--- config.mk ---
export PLATFORM = sky130hd
export DESIGN_NAME = tbl_branch_unit
export DESIGN_NICKNAME = d
export VERILOG_FILES = /design/src/rtl/tbl_branch_pkg.sv /design/src/rtl/tbu_seq.sv /design/src/rtl/tbu_operands.sv /design/src/rtl/tbu_result.sv /design/src/rtl/tbl_branch_unit.sv
export SDC_FILE = /design/constraint.sdc
export NUM_CORES = 1
export LEC_CHECK = 0
export CORE_MARGIN = 2
export CORE_UTILIZATION = 55
export CTS_CLUSTER_DIAMETER = 30
export DETAILED_ROUTE_END_ITERATION = 16
export PLACE_DENSITY = 0.83
export REMOVE_ABC_BUFFERS = 1
export SLEW_MARGIN = 30
export SYNTH_ARGS = -nofsm -noshare
export SYNTH_HDL_FRONTEND = slang
export SYNTH_SLANG_ARGS = --single-unit
--- constraint.sdc ---
create_clock -name clk -period 7.42 [get_ports clk]
set_input_delay 1.484 -clock clk [delete_from_list [all_inputs] [get_ports clk]]
set_output_delay 1.484 -clock clk [all_outputs]
set_load 0.01 [all_outputs]
--- src/rtl/tbl_branch_pkg.sv ---
package tbl_branch_pkg;
  parameter int ADDR_W = 32;
  parameter int HALF_W = 16;
  parameter int IMM_W  = 6;

  typedef enum logic {XFER_JUMP = 1'b0, XFER_CALL = 1'b1} xfer_kind_e;
  typedef enum logic [1:0] {ST_IDLE = 2'd0, ST_ISSUE = 2'd1, ST_WAIT = 2'd2} seq_state_e;

  // Base used both for the entry address and for the destination.
  function automatic logic [ADDR_W-1:0] table_base(
      input xfer_kind_e k, input logic [ADDR_W-1:0] pc, input logic [ADDR_W-1:0] cbase);
    return (k == XFER_CALL) ? cbase : pc + ADDR_W'(2);
  endfunction

  function automatic logic [ADDR_W-1:0] entry_addr(
      input xfer_kind_e k, input logic [ADDR_W-1:0] base,
      input logic [ADDR_W-1:0] idx, input logic [IMM_W-1:0] imm);
    logic [ADDR_W-1:0] slot;
    slot = (k == XFER_CALL) ? ADDR_W'(imm) : idx;
    return base + (slot << 1);
  endfunction

  function automatic logic [ADDR_W-1:0] dest_addr(
      input xfer_kind_e k, input logic [ADDR_W-1:0] base, input logic [HALF_W-1:0] h);
    logic [ADDR_W-1:0] off;
    logic [ADDR_W-1:0] sum;
    if (k == XFER_CALL) off = ADDR_W'(h);
    else                off = ADDR_W'($signed(h)) << 1;
    sum = base + off;
    return {sum[ADDR_W-1:1], 1'b0};
  endfunction
endpackage

--- src/rtl/tbu_seq.sv ---
module tbu_seq
  import tbl_branch_pkg::*;
(
  input  logic clk,
  input  logic rst_n,
  input  logic start_i,
  input  logic rvalid_i,
  output logic accept_o,
  output logic issue_o,
  output logic take_o,
  output logic busy_o
);
  seq_state_e state_q, state_d;

  assign accept_o = (state_q == ST_IDLE) && start_i;
  assign issue_o  = (state_q == ST_ISSUE);
  assign take_o   = (state_q == ST_WAIT) && rvalid_i;
  assign busy_o   = (state_q != ST_IDLE);

  always_comb begin
    state_d = state_q;
    case (state_q)
      ST_IDLE:  if (start_i) state_d = ST_ISSUE;
      ST_ISSUE: state_d = ST_WAIT;
      ST_WAIT:  if (rvalid_i) state_d = ST_IDLE;
      default:  state_d = ST_IDLE;
    endcase
  end

  always_ff @(posedge clk) begin
    if (!rst_n) state_q <= ST_IDLE;
    else        state_q <= state_d;
  end

  assert_req_single_R6: assert property (@(posedge clk) disable iff (!rst_n)
    issue_o |=> !issue_o);
  assert_busy_blocks_start_R6: assert property (@(posedge clk) disable iff (!rst_n)
    (busy_o && start_i) |=> !issue_o);
  assert_idle_ignores_rvalid_R8: assert property (@(posedge clk) disable iff (!rst_n)
    (!busy_o && rvalid_i) |-> !take_o);
endmodule

--- src/rtl/tbu_operands.sv ---
module tbu_operands
  import tbl_branch_pkg::*;
#(
  parameter int AW = ADDR_W,
  parameter int IW = IMM_W
) (
  input  logic          clk,
  input  logic          rst_n,
  input  logic          accept_i,
  input  logic          kind_i,
  input  logic [AW-1:0] pc_i,
  input  logic [AW-1:0] idx_i,
  input  logic [IW-1:0] imm_i,
  input  logic [AW-1:0] cbase_i,
  output xfer_kind_e    kind_o,
  output logic [AW-1:0] base_o,
  output logic [AW-1:0] addr_o
);
  xfer_kind_e    k;
  logic [AW-1:0] base_now;

  assign k        = xfer_kind_e'(kind_i);
  assign base_now = table_base(k, pc_i, cbase_i);

  always_ff @(posedge clk) begin
    if (!rst_n) begin
      kind_o <= XFER_JUMP;
      base_o <= '0;
      addr_o <= '0;
    end else if (accept_i) begin
      kind_o <= k;
      base_o <= base_now;
      addr_o <= entry_addr(k, base_now, idx_i, imm_i);
    end
  end

  assert_operands_frozen_R6: assert property (@(posedge clk) disable iff (!rst_n)
    !accept_i |=> ($stable(base_o) && $stable(addr_o) && $stable(kind_o)));
endmodule

--- src/rtl/tbu_result.sv ---
module tbu_result
  import tbl_branch_pkg::*;
#(
  parameter int AW = ADDR_W,
  parameter int HW = HALF_W
) (
  input  logic          clk,
  input  logic          rst_n,
  input  logic          take_i,
  input  xfer_kind_e    kind_i,
  input  logic [AW-1:0] base_i,
  input  logic [HW-1:0] half_i,
  output logic          done_o,
  output logic [AW-1:0] target_o
);
  always_ff @(posedge clk) begin
    if (!rst_n) begin
      done_o   <= 1'b0;
      target_o <= '0;
    end else begin
      done_o <= take_i;
      if (take_i) target_o <= dest_addr(kind_i, base_i, half_i);
    end
  end

  assert_done_pulse_R7: assert property (@(posedge clk) disable iff (!rst_n)
    done_o |=> !done_o);
  assert_target_held_R7: assert property (@(posedge clk) disable iff (!rst_n)
    !done_o |-> $stable(target_o));
  assert_target_even_R10: assert property (@(posedge clk) disable iff (!rst_n)
    done_o |-> (target_o[0] == 1'b0));
endmodule

--- src/rtl/tbl_branch_unit.sv ---
module tbl_branch_unit
  import tbl_branch_pkg::*;
#(
  parameter int AW = ADDR_W,
  parameter int HW = HALF_W,
  parameter int IW = IMM_W
) (
  input  logic          clk,
  input  logic          rst_n,
  input  logic          start_i,
  input  logic          kind_i,
  input  logic [AW-1:0] cur_pc_i,
  input  logic [AW-1:0] index_i,
  input  logic [IW-1:0] imm6_i,
  input  logic [AW-1:0] call_base_i,
  output logic          mem_req_o,
  output logic [AW-1:0] mem_addr_o,
  input  logic          mem_rvalid_i,
  input  logic [HW-1:0] mem_rdata_i,
  output logic          busy_o,
  output logic          done_o,
  output logic [AW-1:0] target_o
);
  logic          accept_w, take_w;
  xfer_kind_e    kind_w;
  logic [AW-1:0] base_w, addr_w;

  tbu_seq u_seq (
    .clk(clk), .rst_n(rst_n), .start_i(start_i), .rvalid_i(mem_rvalid_i),
    .accept_o(accept_w), .issue_o(mem_req_o), .take_o(take_w), .busy_o(busy_o));

  tbu_operands #(.AW(AW), .IW(IW)) u_ops (
    .clk(clk), .rst_n(rst_n), .accept_i(accept_w), .kind_i(kind_i),
    .pc_i(cur_pc_i), .idx_i(index_i), .imm_i(imm6_i), .cbase_i(call_base_i),
    .kind_o(kind_w), .base_o(base_w), .addr_o(addr_w));

  tbu_result #(.AW(AW), .HW(HW)) u_res (
    .clk(clk), .rst_n(rst_n), .take_i(take_w), .kind_i(kind_w),
    .base_i(base_w), .half_i(mem_rdata_i), .done_o(done_o), .target_o(target_o));

  assign mem_addr_o = addr_w;

  assert_req_after_start_R2: assert property (@(posedge clk) disable iff (!rst_n)
    mem_req_o |-> $past(start_i && !busy_o));
  assert_done_after_data_R7: assert property (@(posedge clk) disable iff (!rst_n)
    done_o |-> $past(mem_rvalid_i && busy_o && !mem_req_o));
endmodule

Word level (Yosys, flattened, before mapping)

Index checks and enable logic that the tools add are counted.

Register bits after elaboration: 99
Input port bits: 123
Output and inout bits: 67
Logic and storage cells: 26

Add/sub/neg operators: 3
Equal/unequal tests: 4
Mux-type cells: 8
Reduce and logical (&&, ||, !) cells: 5

Operators by type and width:

| cell                                                                  | number |
|---|---|
| 32-bit two-way mux                                                    | 4 |
| 32-bit adder                                                          | 2 |
| 32-bit by 2-bit adder with 32-bit output, second input constant       | 1 |
| 31-bit two-way mux                                                    | 1 |
| 2-bit one-hot mux with 3 select lines                                 | 1 |
| 2-bit two-way mux                                                     | 2 |
| 2-bit inequality test, second input constant                          | 2 |
| 2-bit by 1-bit equality test with 1-bit output, second input constant | 1 |
| 2-bit equality test, second input constant                            | 1 |
| 1-bit logical AND                                                     | 2 |
| 2-bit logical NOT                                                     | 1 |
| 2-bit AND reduction                                                   | 1 |
| 2-bit nonzero test                                                    | 1 |

Longest topological paths before layout

Word-level depth: 5
Gate-level depth with buffers: 17
Depth with buffers taken out: 17

Cells and area by module

A second synthesis with hierarchy kept.

Cell total of the unflattened synthesis: 1050
Area, all modules: 8396.8 µm²

By module, submodules not included:

| module       | instances | cells each | area each (µm²) | seq. area each (µm²) |
|---|---|---|---|---|
| tbu_operands | 1         | 617        | 5039.8          | 1281.2 |
| tbu_result   | 1         | 424        | 3261.9          | 640.6 |
| tbu_seq      | 1         | 9          | 95.1            | 40.0 |

Least setup slack after synthesis

No wires, ideal clock.

Kind: input -> register
Start point: input kind_i
End point: register u_ops.addr_o[24]
Setup time: 0.122 ns
Data arrival time: 4.400 ns
Required time: 7.298 ns
Setup slack: 2.898 ns
Stages on the path: 13
Buffers on the path: 3
Cells stage by stage: buf_2 -> clkbuf_1 -> clkbuf_1 -> mux2_2 -> ha_1 -> a21o_1 -> a21oi_1 -> o21bai_1 -> a221oi_4 -> o311ai_2 -> a221oi_2 -> nor4_1 -> nand3b_1

Longest elaborated chain between the ends: 2
Elaborated cells between the ends (all ways): 3
Classes of those cells: add/sub: 1; mux: 2

RTL lines:

| element                                                         | RTL line                                   | source |
|---|---|---|
| start: declaration                                              | tbl_branch_unit.sv:11                      | `input logic kind_i,` |
| 32-bit two-way mux / 31-bit two-way mux (equally long branches) | tbl_branch_pkg.sv:12, tbl_branch_pkg.sv:19 |  |
| 32-bit adder *                                                  | tbl_branch_pkg.sv:20                       | `return base + (slot << 1);` |
| end signal: assignment                                          | tbu_operands.sv:33                         | `addr_o <= entry_addr(k, base_now, idx_i, imm_i);` |
| end: declaration                                                | tbu_operands.sv:17                         | `output logic [AW-1:0] addr_o` |

Mark *: on every way between the ends. The rest lies on a longest branch, timed or not.
A chain may end at the register's enable or synchronous reset.

Final worst setup path

Start point: input cur_pc_i[4]
End point: register u_ops.addr_o[28]

Longest elaborated chain between the ends: 3

RTL lines:

| element                                  | RTL line              | source |
|---|---|---|
| start: declaration                       | tbl_branch_unit.sv:12 | `input logic [AW-1:0] cur_pc_i,` |
| 32-bit by 2-bit adder with 32-bit output | tbl_branch_pkg.sv:12  | `return (k == XFER_CALL) ? cbase : pc + ADDR_W'(2);` |
| 32-bit two-way mux                       | tbl_branch_pkg.sv:12  |  |
| net u_ops.base_now[17]                   | tbu_operands.sv:20    | `logic [AW-1:0] base_now;` |
| 32-bit adder                             | tbl_branch_pkg.sv:20  |  |

The timed path passes the listed nets, and every way through them passes these cells.

==> qor.csv <==
metric;value;unit
count of cell types in the netlist;78;
ports placed on the boundary;190;
number of clock buffers inserted by TritonCTS;9;
multi-input logic area;5800;um2
basic-gate share of the synthesized area counting and, or, nand and nor cells;0.255;
share of layout cells above drive strength 1;0.0616;
final hold viol count;0;
crit-path max cell delay;0.55;ns
dpl ws;2.01;ns
min Tclk post-route;5.09;ns
CP arrival;5.33;ns
crit path kind;primary input to register;
cell count after synthesis;1070;
DRC violations left;0;
number of antenna violations at the first check in global routing;0;
DP Wirelength;16900;um
antenna-violating nets left;0;
CTS tree;built;
max-capacitance violation count;0;
vias in the first global route;7398;
area growth from synthesis to layout;27.1;%
smallest hold slack;0.449;ns
leak pwr;4.25;nW
post-route cell area;10300;um2
post-CTS resize count;0;
xor/xnor cell area share of the yosys netlist;0.0755;
initial drt markers;568;
final antenna diode count;0;
Core Area;14400;um2
Die Area;15700;um2
Post-Place Cells;1388;
worst hold path depth;2;
maximum number of pins on one net before global-route repair;84;
internal reg-to-reg setup slack;3.98;ns
vias post-DR;8147;
DIE WIDTH;125;um
global routing usage summed across all routing layers;0.284;
status;completed;
number of standard cells in the layout, taps in and fillers out;1402;
final clock skew;0.00601;ns
ys async rst share;0;
PwrDens;159;nW/um2
CTS HTree Levels;3;
endpoint of the worst hold-timing path;u_res.target_o[21]$_SDFFE_PN0P_;
global-route wire length before repair;37000;um
Crit path buffers/inverters;1;
multiplexer share of the synthesized area;0.0442;
fillers;1208;
source-to-sink clock delay at the later pin of the worst-skew pair;0.35;ns
maximum vdd drop;0.000112;V
final count of pins violating max slew;0;
Worst-path clk slew;0.07;ns
critical hold path startpoint;u_res.target_o[21]$_SDFFE_PN0P_;
utilization of the core after routing;0.711;
least setup slack across all paths after layout;2.33;ns
first-pass iteration count of the detailed router;5;
slowest CP cell;clkdlybuf4s50_1;
overflow left after global routing;0;
Yosys Warn Count;0;
crit path cell chain;clkdlybuf4s50_1, and3_1, nand4_2, nor2_1, nand2_1, xor2_1, o21ai_0, ha_1, nand3_1, nor2_1, a221o_1, a21oi_1, o21ai_2, a31oi_1, or3_1, nand3_1;
post-CTS setup buffers;0;
Clock Tree Root;clkbuf_16;
die boundary height;125;um
setup_tns;0;ns
Post-Syn Area;8070;um2
worst slew pin tran;0.902;ns
most common library cell in the layout ignoring fill and taps;clkdlybuf4s50_1;
worst slew margin relative to its limit;0.399;
Port-buffer cells;187;
RSZ-0062 raised after global routing;no;
compound-gate portion of the synthesized area;0.242;
detailed-route vias per instance;5.81;
number of buffers inserted by hold repair at cts;0;
Synth Area per Inst;7.54;um2
Wirelength per Cell;16.0;um
maximum operating frequency;196;MHz
clk sinks;98;
routability congestion estimate from global placement;0.946;
kind of cell with the highest combined delay on the critical path;simple AND/OR/NAND/NOR gates;
Setup-failing EPs final;0;
largest cells by area after synthesis;dfxtp_1 24%, ha_1 9.6%, nand2_1 8.6%;
wire length reported by the detailed router;22500;um
worst-path fanout max;5;
share of the synthesized area in the top cell type;0.243;
power after layout;1.64;mW
Crit path required time;7.66;ns
class of the tightest hold or removal check;register to register;
largest family of logic cells by synthesized area;simple AND/OR/NAND/NOR gates;
Register-to-Register Path Depth;10;
buffers from clock root to sink, at most;2;
initial standard-cell utilization of the core;0.560;
Storage cell area;1960;um2
final-stage net count;1402;
R2R Path Start;u_ops.kind_o$_SDFFE_PN0P_;
count of flip-flops with a built-in enable after synthesis;0;
FF-to-FF End;u_res.target_o[18]$_SDFFE_PN0P_;
post-synthesis share of cell area spent on full adders, half adders and majority gates;0.101;
standard-cell rows;44;
dominant register cell in the synthesized netlist;dfxtp_1;
top cell type by total area after synthesis;dfxtp_1;
post-synthesis sequential element count;98;
Setup crit start kind;primary input;
Cell Area, Placed;9980;um2
sequential area share after synthesis;0.243;
period utilisation layout;0.686;
Setup crit end kind;register;
highest-count cells in the layout ignoring fill and taps;185 x clkdlybuf4s50_1, 183 x nand2_1, 109 x a21oi_1;
-- report_power, final --
part	switching, mW	total, mW	leakage (nW)	internal [mW]
logic	0.310	0.583	3.31	0.273
clock network	0.209	0.467	0.138	0.258
registers	0.0233	0.586	0.801	0.563
-- worst max path at each step --
stage	start	endpoint	slack, ns	cells after the start
CTS	cur_pc_i[4]	u_ops.addr_o[28]$_SDFFE_PN0P_	2.39	16
detailed placement	cur_pc_i[4]	u_ops.addr_o[28]$_SDFFE_PN0P_	2.01	16
finish	cur_pc_i[4]	u_ops.addr_o[28]$_SDFFE_PN0P_	2.33	16
global placement	cur_pc_i[4]	u_ops.addr_o[28]$_SDFFE_PN0P_	2.09	16
floorplan	cur_pc_i[7]	u_ops.addr_o[24]$_SDFFE_PN0P_	3.10	15
global route	cur_pc_i[4]	u_ops.addr_o[28]$_SDFFE_PN0P_	2.05	16
-- state kept, by name (all words and copies together), names as in the netlist --
register / cells
u_ops.kind_o: 1
u_ops.base_o: 31
u_ops.addr_o: 32
u_res.done_o: 1
u_seq.state_q: 2
u_res.target_o: 31
-- worst register-to-register path, stage by stage (launching register included) --
cell and delay [ns]:
dfxtp_1 0.80, mux2_2 0.42, ha_1 0.33, nor2b_1 0.16
o21a_1 0.20, o21ai_2 0.17, a211oi_2 0.12, o41a_2 0.53
a211oi_1 0.39, nand4_1 0.14, o211ai_1 0.12
-- cell type report --
| class | instances | share of cell area |
|---|---|---|
| clock buffers | 9 | 0.0219 |
| clock inverters | 5 | 0.00549 |
| inverters | 19 | 0.00695 |
| multi-input cells | 893 | 0.565 |
| flip-flops and latches | 98 | 0.191 |
| well taps | 184 | 0.0224 |
| repair buffers | 194 | 0.187 |
-- cells in the mapped netlist, drive strengths merged, types with 23 or more instances --
| library cell | count |
|---|---|
| nor2b | 29 |
| xor2 | 30 |
| nand4 | 23 |
| nand2 | 184 |
| a21o | 39 |
| xnor2 | 37 |
| o21ai | 60 |
| a21oi | 109 |
| clkbuf | 50 |
| nor2 | 61 |
| ha | 62 |
| dfxtp | 98 |
| nand3 | 60 |
-- kinds of logic after synthesis --
group                      Yosys count
and+or+nand+nor                    428
AOI/OAI and AO/OA                  299
DFF                                 98
buffers and inverters               79
xor gates and xnor gates            68
adders and majority gates           64
muxes                               33
other                                1
-- per-layer routing --
layer | wire [um] | share of wire | global-route usage | vias up
met3 | 1310 | 0.058 | 0.0479 | 28
met5 | 0 | 0 | 0 | -
li1 | - | - | - | 4140
met1 | 10500 | 0.47 | 0.392 | 3728
met2 | 10200 | 0.45 | 0.456 | 251
met4 | 489 | 0.022 | 0.0869 | 0
Note: power is estimated with default switching activity, not from simulation.
